<file path="src/rtl/flash_poll_pkg.sv">
package flash_poll_pkg;

  typedef enum logic [1:0] {
    ST_IDLE    = 2'd0,
    ST_RD_REQ  = 2'd1,
    ST_RD_WAIT = 2'd2,
    ST_WR_CMD  = 2'd3
  } poll_state_t;

  typedef enum logic [1:0] {
    RES_NONE         = 2'd0,
    RES_PASS         = 2'd1,
    RES_FAIL_LIMIT   = 2'd2,
    RES_FAIL_TIMEOUT = 2'd3
  } poll_result_t;

  typedef enum logic [2:0] {
    V_ARM_HOLD = 3'd0,
    V_ARM_GO   = 3'd1,
    V_FIRST    = 3'd2,
    V_AGAIN    = 3'd3,
    V_RECHECK  = 3'd4,
    V_PASS     = 3'd5,
    V_FAIL     = 3'd6
  } verdict_t;

endpackage

</file>
<file path="src/rtl/fp_judge.sv">
module fp_judge
  import flash_poll_pkg::*;
#(
  parameter int DATA_W     = 8,
  parameter int TOGGLE_BIT = 6,
  parameter int LIMIT_BIT  = 5,
  parameter int ARMED_BIT  = 3
) (
  input  logic              arming,
  input  logic              second,
  input  logic              rechk,
  input  logic [DATA_W-1:0] held,
  input  logic [DATA_W-1:0] data,
  output verdict_t          verdict
);

  localparam logic [DATA_W-1:0] TOG_MASK = DATA_W'(1) << TOGGLE_BIT;
  localparam logic [DATA_W-1:0] LIM_MASK = DATA_W'(1) << LIMIT_BIT;
  localparam logic [DATA_W-1:0] ARM_MASK = DATA_W'(1) << ARMED_BIT;

  logic toggled;
  logic limit_seen;
  logic armed_seen;

  assign toggled    = |((data ^ held) & TOG_MASK);
  assign limit_seen = |(data & LIM_MASK);
  assign armed_seen = |(data & ARM_MASK);

  always_comb begin
    if (arming)          verdict = armed_seen ? V_ARM_GO : V_ARM_HOLD;
    else if (!second)    verdict = V_FIRST;
    else if (!toggled)   verdict = V_PASS;
    else if (rechk)      verdict = V_FAIL;
    else if (limit_seen) verdict = V_RECHECK;
    else                 verdict = V_AGAIN;
  end

endmodule

</file>
<file path="src/rtl/fp_budget.sv">
module fp_budget #(
  parameter int CNT_W = 16
) (
  input  logic             clk,
  input  logic             rst_n,
  input  logic             clear,
  input  logic             bump,
  input  logic [CNT_W-1:0] limit,
  output logic             exhausted
);

  localparam logic [CNT_W:0] ONE = (CNT_W+1)'(1);

  logic [CNT_W-1:0] cnt;
  logic [CNT_W:0]   next_cnt;

  assign next_cnt  = {1'b0, cnt} + ONE;
  assign exhausted = (limit != '0) && (next_cnt == {1'b0, limit});

  always_ff @(posedge clk or negedge rst_n) begin
    if (!rst_n)                       cnt <= '0;
    else if (clear)                   cnt <= '0;
    else if (bump && (cnt != '1))     cnt <= next_cnt[CNT_W-1:0];
  end

endmodule

</file>
<file path="src/rtl/fp_seq.sv">
module fp_seq
  import flash_poll_pkg::*;
#(
  parameter int DATA_W = 8
) (
  input  logic              clk,
  input  logic              rst_n,
  input  logic              start,
  input  logic              is_erase,
  input  logic              abort,
  input  logic              rd_req_ready,
  input  logic              rd_rsp_valid,
  input  logic [DATA_W-1:0] rd_rsp_data,
  input  logic              wr_ready,
  input  verdict_t          verdict,
  input  logic              exhausted,
  output logic              arming,
  output logic              second,
  output logic              rechk,
  output logic [DATA_W-1:0] held,
  output logic              budget_clear,
  output logic              bump,
  output logic              rd_req_valid,
  output logic              wr_valid,
  output logic              busy,
  output logic              done,
  output logic              pass,
  output logic              fail,
  output logic [1:0]        result
);

  poll_state_t  st;
  poll_result_t res_q;
  poll_result_t fail_code_q;
  logic         abort_pend;
  logic         done_q, pass_q, fail_q;
  logic         take;
  logic         quit;

  assign take         = (st == ST_RD_WAIT) && rd_rsp_valid;
  assign quit         = take && (abort_pend || abort);
  assign bump         = take;
  assign budget_clear = (st == ST_IDLE) && start;

  assign rd_req_valid = (st == ST_RD_REQ);
  assign wr_valid     = (st == ST_WR_CMD);
  assign busy         = (st != ST_IDLE);
  assign done         = done_q;
  assign pass         = pass_q;
  assign fail         = fail_q;
  assign result       = res_q;

  always_ff @(posedge clk or negedge rst_n) begin
    if (!rst_n) begin
      st          <= ST_IDLE;
      res_q       <= RES_NONE;
      fail_code_q <= RES_NONE;
      abort_pend  <= 1'b0;
      arming      <= 1'b0;
      second      <= 1'b0;
      rechk       <= 1'b0;
      held        <= '0;
      done_q      <= 1'b0;
      pass_q      <= 1'b0;
      fail_q      <= 1'b0;
    end else begin
      done_q <= 1'b0;
      pass_q <= 1'b0;
      fail_q <= 1'b0;
      case (st)
        ST_IDLE: begin
          if (start) begin
            st         <= ST_RD_REQ;
            res_q      <= RES_NONE;
            abort_pend <= 1'b0;
            arming     <= is_erase;
            second     <= 1'b0;
            rechk      <= 1'b0;
          end
        end
        ST_RD_REQ: begin
          if (abort)        abort_pend <= 1'b1;
          if (rd_req_ready) st <= ST_RD_WAIT;
        end
        ST_RD_WAIT: begin
          if (quit) begin
            st <= ST_IDLE;
          end else if (take) begin
            if (verdict == V_PASS) begin
              st     <= ST_IDLE;
              done_q <= 1'b1;
              pass_q <= 1'b1;
              res_q  <= RES_PASS;
            end else if (verdict == V_FAIL) begin
              st          <= ST_WR_CMD;
              fail_code_q <= RES_FAIL_LIMIT;
            end else if (exhausted) begin
              st          <= ST_WR_CMD;
              fail_code_q <= RES_FAIL_TIMEOUT;
            end else begin
              st <= ST_RD_REQ;
              case (verdict)
                V_ARM_GO: begin
                  arming <= 1'b0;
                  second <= 1'b0;
                end
                V_FIRST: begin
                  held   <= rd_rsp_data;
                  second <= 1'b1;
                end
                V_AGAIN:   second <= 1'b0;
                V_RECHECK: begin
                  second <= 1'b0;
                  rechk  <= 1'b1;
                end
                default: ;
              endcase
            end
          end else if (abort) begin
            abort_pend <= 1'b1;
          end
        end
        ST_WR_CMD: begin
          if (wr_ready) begin
            st     <= ST_IDLE;
            done_q <= 1'b1;
            fail_q <= 1'b1;
            res_q  <= fail_code_q;
          end
        end
        default: st <= ST_IDLE;
      endcase
    end
  end


  rd_hold_chk: assert property (@(posedge clk) disable iff (!rst_n)
    rd_req_valid && !rd_req_ready |=> rd_req_valid);


  wr_hold_chk: assert property (@(posedge clk) disable iff (!rst_n)
    wr_valid && !wr_ready |=> wr_valid);


  port_excl_chk: assert property (@(posedge clk) disable iff (!rst_n)
    !(rd_req_valid && wr_valid));


  done_pulse_chk: assert property (@(posedge clk) disable iff (!rst_n)
    done |=> !done);


  verdict_one_chk: assert property (@(posedge clk) disable iff (!rst_n)
    done |-> (pass ^ fail));


  fail_after_wr_chk: assert property (@(posedge clk) disable iff (!rst_n)
    fail |-> $past(wr_valid && wr_ready));


  result_hold_chk: assert property (@(posedge clk) disable iff (!rst_n)
    !busy && !start |=> $stable(result));


  start_clear_chk: assert property (@(posedge clk) disable iff (!rst_n)
    start && !busy |=> busy && (result == 2'd0));

endmodule

</file>
<file path="src/rtl/flash_poll_ctrl.sv">
module flash_poll_ctrl
  import flash_poll_pkg::*;
#(
  parameter int                DATA_W     = 8,
  parameter int                CNT_W      = 16,
  parameter int                TOGGLE_BIT = 6,
  parameter int                LIMIT_BIT  = 5,
  parameter int                ARMED_BIT  = 3,
  parameter logic [DATA_W-1:0] RESET_CMD  = 8'hF0
) (
  input  logic              clk,
  input  logic              rst_n,
  input  logic              start,
  input  logic              is_erase,
  input  logic              abort,
  input  logic [CNT_W-1:0]  max_polls,
  output logic              rd_req_valid,
  input  logic              rd_req_ready,
  input  logic              rd_rsp_valid,
  input  logic [DATA_W-1:0] rd_rsp_data,
  output logic              wr_valid,
  input  logic              wr_ready,
  output logic [DATA_W-1:0] wr_data,
  output logic              busy,
  output logic              done,
  output logic              pass,
  output logic              fail,
  output logic [1:0]        result
);

  verdict_t          verdict;
  logic              exhausted;
  logic              arming, second, rechk;
  logic [DATA_W-1:0] held;
  logic              budget_clear, bump;

  assign wr_data = RESET_CMD;

  fp_judge #(
    .DATA_W    (DATA_W),
    .TOGGLE_BIT(TOGGLE_BIT),
    .LIMIT_BIT (LIMIT_BIT),
    .ARMED_BIT (ARMED_BIT)
  ) u_judge (
    .arming (arming),
    .second (second),
    .rechk  (rechk),
    .held   (held),
    .data   (rd_rsp_data),
    .verdict(verdict)
  );

  fp_budget #(
    .CNT_W(CNT_W)
  ) u_budget (
    .clk      (clk),
    .rst_n    (rst_n),
    .clear    (budget_clear),
    .bump     (bump),
    .limit    (max_polls),
    .exhausted(exhausted)
  );

  fp_seq #(
    .DATA_W(DATA_W)
  ) u_seq (
    .clk         (clk),
    .rst_n       (rst_n),
    .start       (start),
    .is_erase    (is_erase),
    .abort       (abort),
    .rd_req_ready(rd_req_ready),
    .rd_rsp_valid(rd_rsp_valid),
    .rd_rsp_data (rd_rsp_data),
    .wr_ready    (wr_ready),
    .verdict     (verdict),
    .exhausted   (exhausted),
    .arming      (arming),
    .second      (second),
    .rechk       (rechk),
    .held        (held),
    .budget_clear(budget_clear),
    .bump        (bump),
    .rd_req_valid(rd_req_valid),
    .wr_valid    (wr_valid),
    .busy        (busy),
    .done        (done),
    .pass        (pass),
    .fail        (fail),
    .result      (result)
  );

endmodule

</file>
<file path="config.mk">
export PLATFORM = sky130hd
export DESIGN_NAME = flash_poll_ctrl
export DESIGN_NICKNAME = d
export VERILOG_FILES = /design/src/rtl/flash_poll_pkg.sv /design/src/rtl/fp_judge.sv /design/src/rtl/fp_budget.sv /design/src/rtl/fp_seq.sv /design/src/rtl/flash_poll_ctrl.sv
export SDC_FILE = /design/constraint.sdc
export NUM_CORES = 1
export LEC_CHECK = 0
export BUFFER_PORTS_ARGS = -buffer_cell sky130_fd_sc_hd__buf_2
export CORE_MARGIN = 4
export CORE_UTILIZATION = 45
export CTS_CLUSTER_DIAMETER = 30
export DETAILED_ROUTE_END_ITERATION = 16
export PLACE_DENSITY = 0.69
export SKIP_LAST_GASP = 1
export SYNTH_ARGS = -nofsm -noshare
export SYNTH_HDL_FRONTEND = slang
export SYNTH_HIERARCHICAL = 1
export SYNTH_SLANG_ARGS = --single-unit
</file>
<file path="constraint.sdc">
create_clock -name clk -period 3.2 [get_ports clk]
set_clock_uncertainty 0.1 [all_clocks]
set_input_delay 0.64 -clock clk [delete_from_list [all_inputs] [get_ports clk]]
set_output_delay 0.64 -clock clk [all_outputs]
set_load 0.01 [all_outputs]
</file>
==> metrics.csv <==
stage,metric,value,unit
layout,"commonest non-fill, non-tap cell in the layout",buf_2,
route,DRC Markers,0,
timing,"Slew Viols, Final",0,
layout,Finished Core Util,54.27,%
worst_setup_path,startpoint types,register,
place,HPWL Detailed,3831,um
die,core area,4848,um2
global_route,antenna violations before repair,0,
layout,"commonest cells after routing, fill and taps aside","34 x buf_2, 30 x dfrtp_1, 22 x nor2_1",
route,Iteration-0 DRC Markers,107,
route,post-route ant nets,0,
timing,# setup viols final,0,
place,dpl cell area,2524,um2
clocking,Root Driver,clkbuf_8,
layout,ratio of cells with drive above 1 in the final layout,22.76,%
timing,final hold vios,0,
route,Routed Wire Length,5142,um
die,die area,6370,um2
min_path,Hold Path Class,in2async,
clocking,clock sink total,30,
job,Max Cap Violations,0,
layout,# diodes,0,
worst_setup_path,Reg2Reg Setup Slack,0.17,ns
route,via count,1943,
layout,fin nets,328,
clocking,setup bufs post-CTS,0,
outcome,status,finished clean,
pwr,Max IR drop VDD,0.4920,mV
route,DRT Pass-1 Iters,4,
clocking,Max clock buf depth,2,
clocking,H-tree depth,2,
worst_setup_path,cells on worst reg2reg path,11,
clocking,"Hold-fix buffers, CTS",0,
worst_setup_path,kind of critical path,reg2reg,
worst_setup_path,Reg-to-Reg Start,u_budget/cnt[0],
clocking,cts bufs inserted,5,
die,I/O pin cnt,48,
timing,minimum clock period,3.030,ns
synthesis,cell count after synthesis,253,
timing,RSZ-0062 raised after global routing,no,
layout,fill count,476,
pwr,Static Leakage,1.235,nW
timing,Fmax,330.0,MHz
clocking,Post-CTS Resized,0,
timing,worst slew pin tran,0.6962,ns
synthesis,Yosys warning count,6,
place,PortBufs,34,
worst_setup_path,worst r2r dst,u_seq/second,
die,die extent in y,79.82,um
route,DR WL/cell,14.40,um
worst_setup_path,required time of the critical path,3.28,ns
global_route,Overall Global Routing Usage,16.80,%
route,Vias/cell,5.443,
global_route,number of global-route vias before repair,1821,
worst_setup_path,crit path capture type,register,
worst_setup_path,Max Fanout on Critical Path,5,
timing,setup TNS,0,ns
die,Initial Util,47.87,%
clocking,Worst-path clk slew,0.07,ns
die,Rows,25,
global_route,first-pass GRT wire length,8418,um
timing,max_slew headroom,53.59,%
timing,period utilisation layout,94.69,%
place,RD Place Congestion,0.8449,
global_route,largest net degree at the start of global routing,31,
worst_setup_path,"Arr. time, crit path",3.11,ns
layout,Area growth syn-to-layout,13.37,%
clocking,TritonCTS clock tree,done,
synthesis,Syn Std Cell Area,2321,um2
layout,design area,2631,um2
synthesis,Syn Area/Cell,9.174,um2
global_route,GRT overflow,0,
clocking,clk_lat worst skew,0.29,ns
pwr,Power Density,603.3,nW/um2
die,DIE WIDTH,79.82,um
power breakdown:
group          internal (mW)  switching, mW
clock network          0.173          0.156
registers              0.456         0.0787
logic                  0.321          0.402
per-layer routing:
layer | track usage, % | up-vias | share of wire, %
met5 | 0 | - | 0
met4 | 5.743 | 0 | 1.1
met3 | 4.063 | 7 | 5.0
met2 | 27.38 | 42 | 49
met1 | 21.67 | 950 | 45
li1 | - | 944 | -
worst max path at each step:
stage                                from           end  slack, ns  cells past startpoint
after global placement       max_polls[8]  u_seq/second       0.16                     10
after CTS                 u_budget/cnt[0]  u_seq/second       0.19                     11
after floorplan           u_budget/cnt[0]  u_seq/second       0.12                     11
final                     u_budget/cnt[0]  u_seq/second       0.17                     11
after detailed placement     max_polls[8]  u_seq/arming       0.09                     10
after global routing      u_budget/cnt[0]  u_seq/second       0.02                     11
critical path, stage by stage, from the launching register on:
cell and delay, ns:
dfrtp_1 0.43, ha_1 0.20, nand2_1 0.14, nor3_4 0.22
and3_1 0.20, a31oi_1 0.08, or4_1 0.54, nor4_2 0.23
buf_4 0.18, o21ai_0 0.14, o211ai_2 0.15, mux2_4 0.32
registers in the layout, summed over array words and instances (netlist names), 2 cells and up:
register and cells:
u_seq/st 2, u_seq/result 2, u_budget/cnt 16, u_seq/fail_code_q 2
cell type report:
class                   count  area, um2  share of cell area, %
inverters                   7      26.28                 0.9986
well taps                  67      83.83                  3.186
repair buffers             42      230.2                  8.749
clock inverters             2      12.51                 0.4755
flip-flops and latches     30      750.7                  28.53
multi-input cells         203       1445                  54.92
clock buffers               6      82.58                  3.138
per-stage QoR:
stage / hold slack [ns] / total power, mW / setup WS (ns) / instances
6_report: 0.2917 / 1.587 / 0.1699 / 357
5_1_grt: 0.3484 / 1.705 / 0.02389 / 357
4_1_cts: 0.3208 / 1.599 / 0.1883 / 357
3_5_place_dp: 0.3598 / 1.261 / 0.09221 / 349
3_3_place_gp: 0.3644 / 1.235 / 0.1586 / 349
2_1_floorplan: 0.2444 / 1.094 / 0.1154 / 259
No activity file was read; power rests on OpenSTA's default activity.
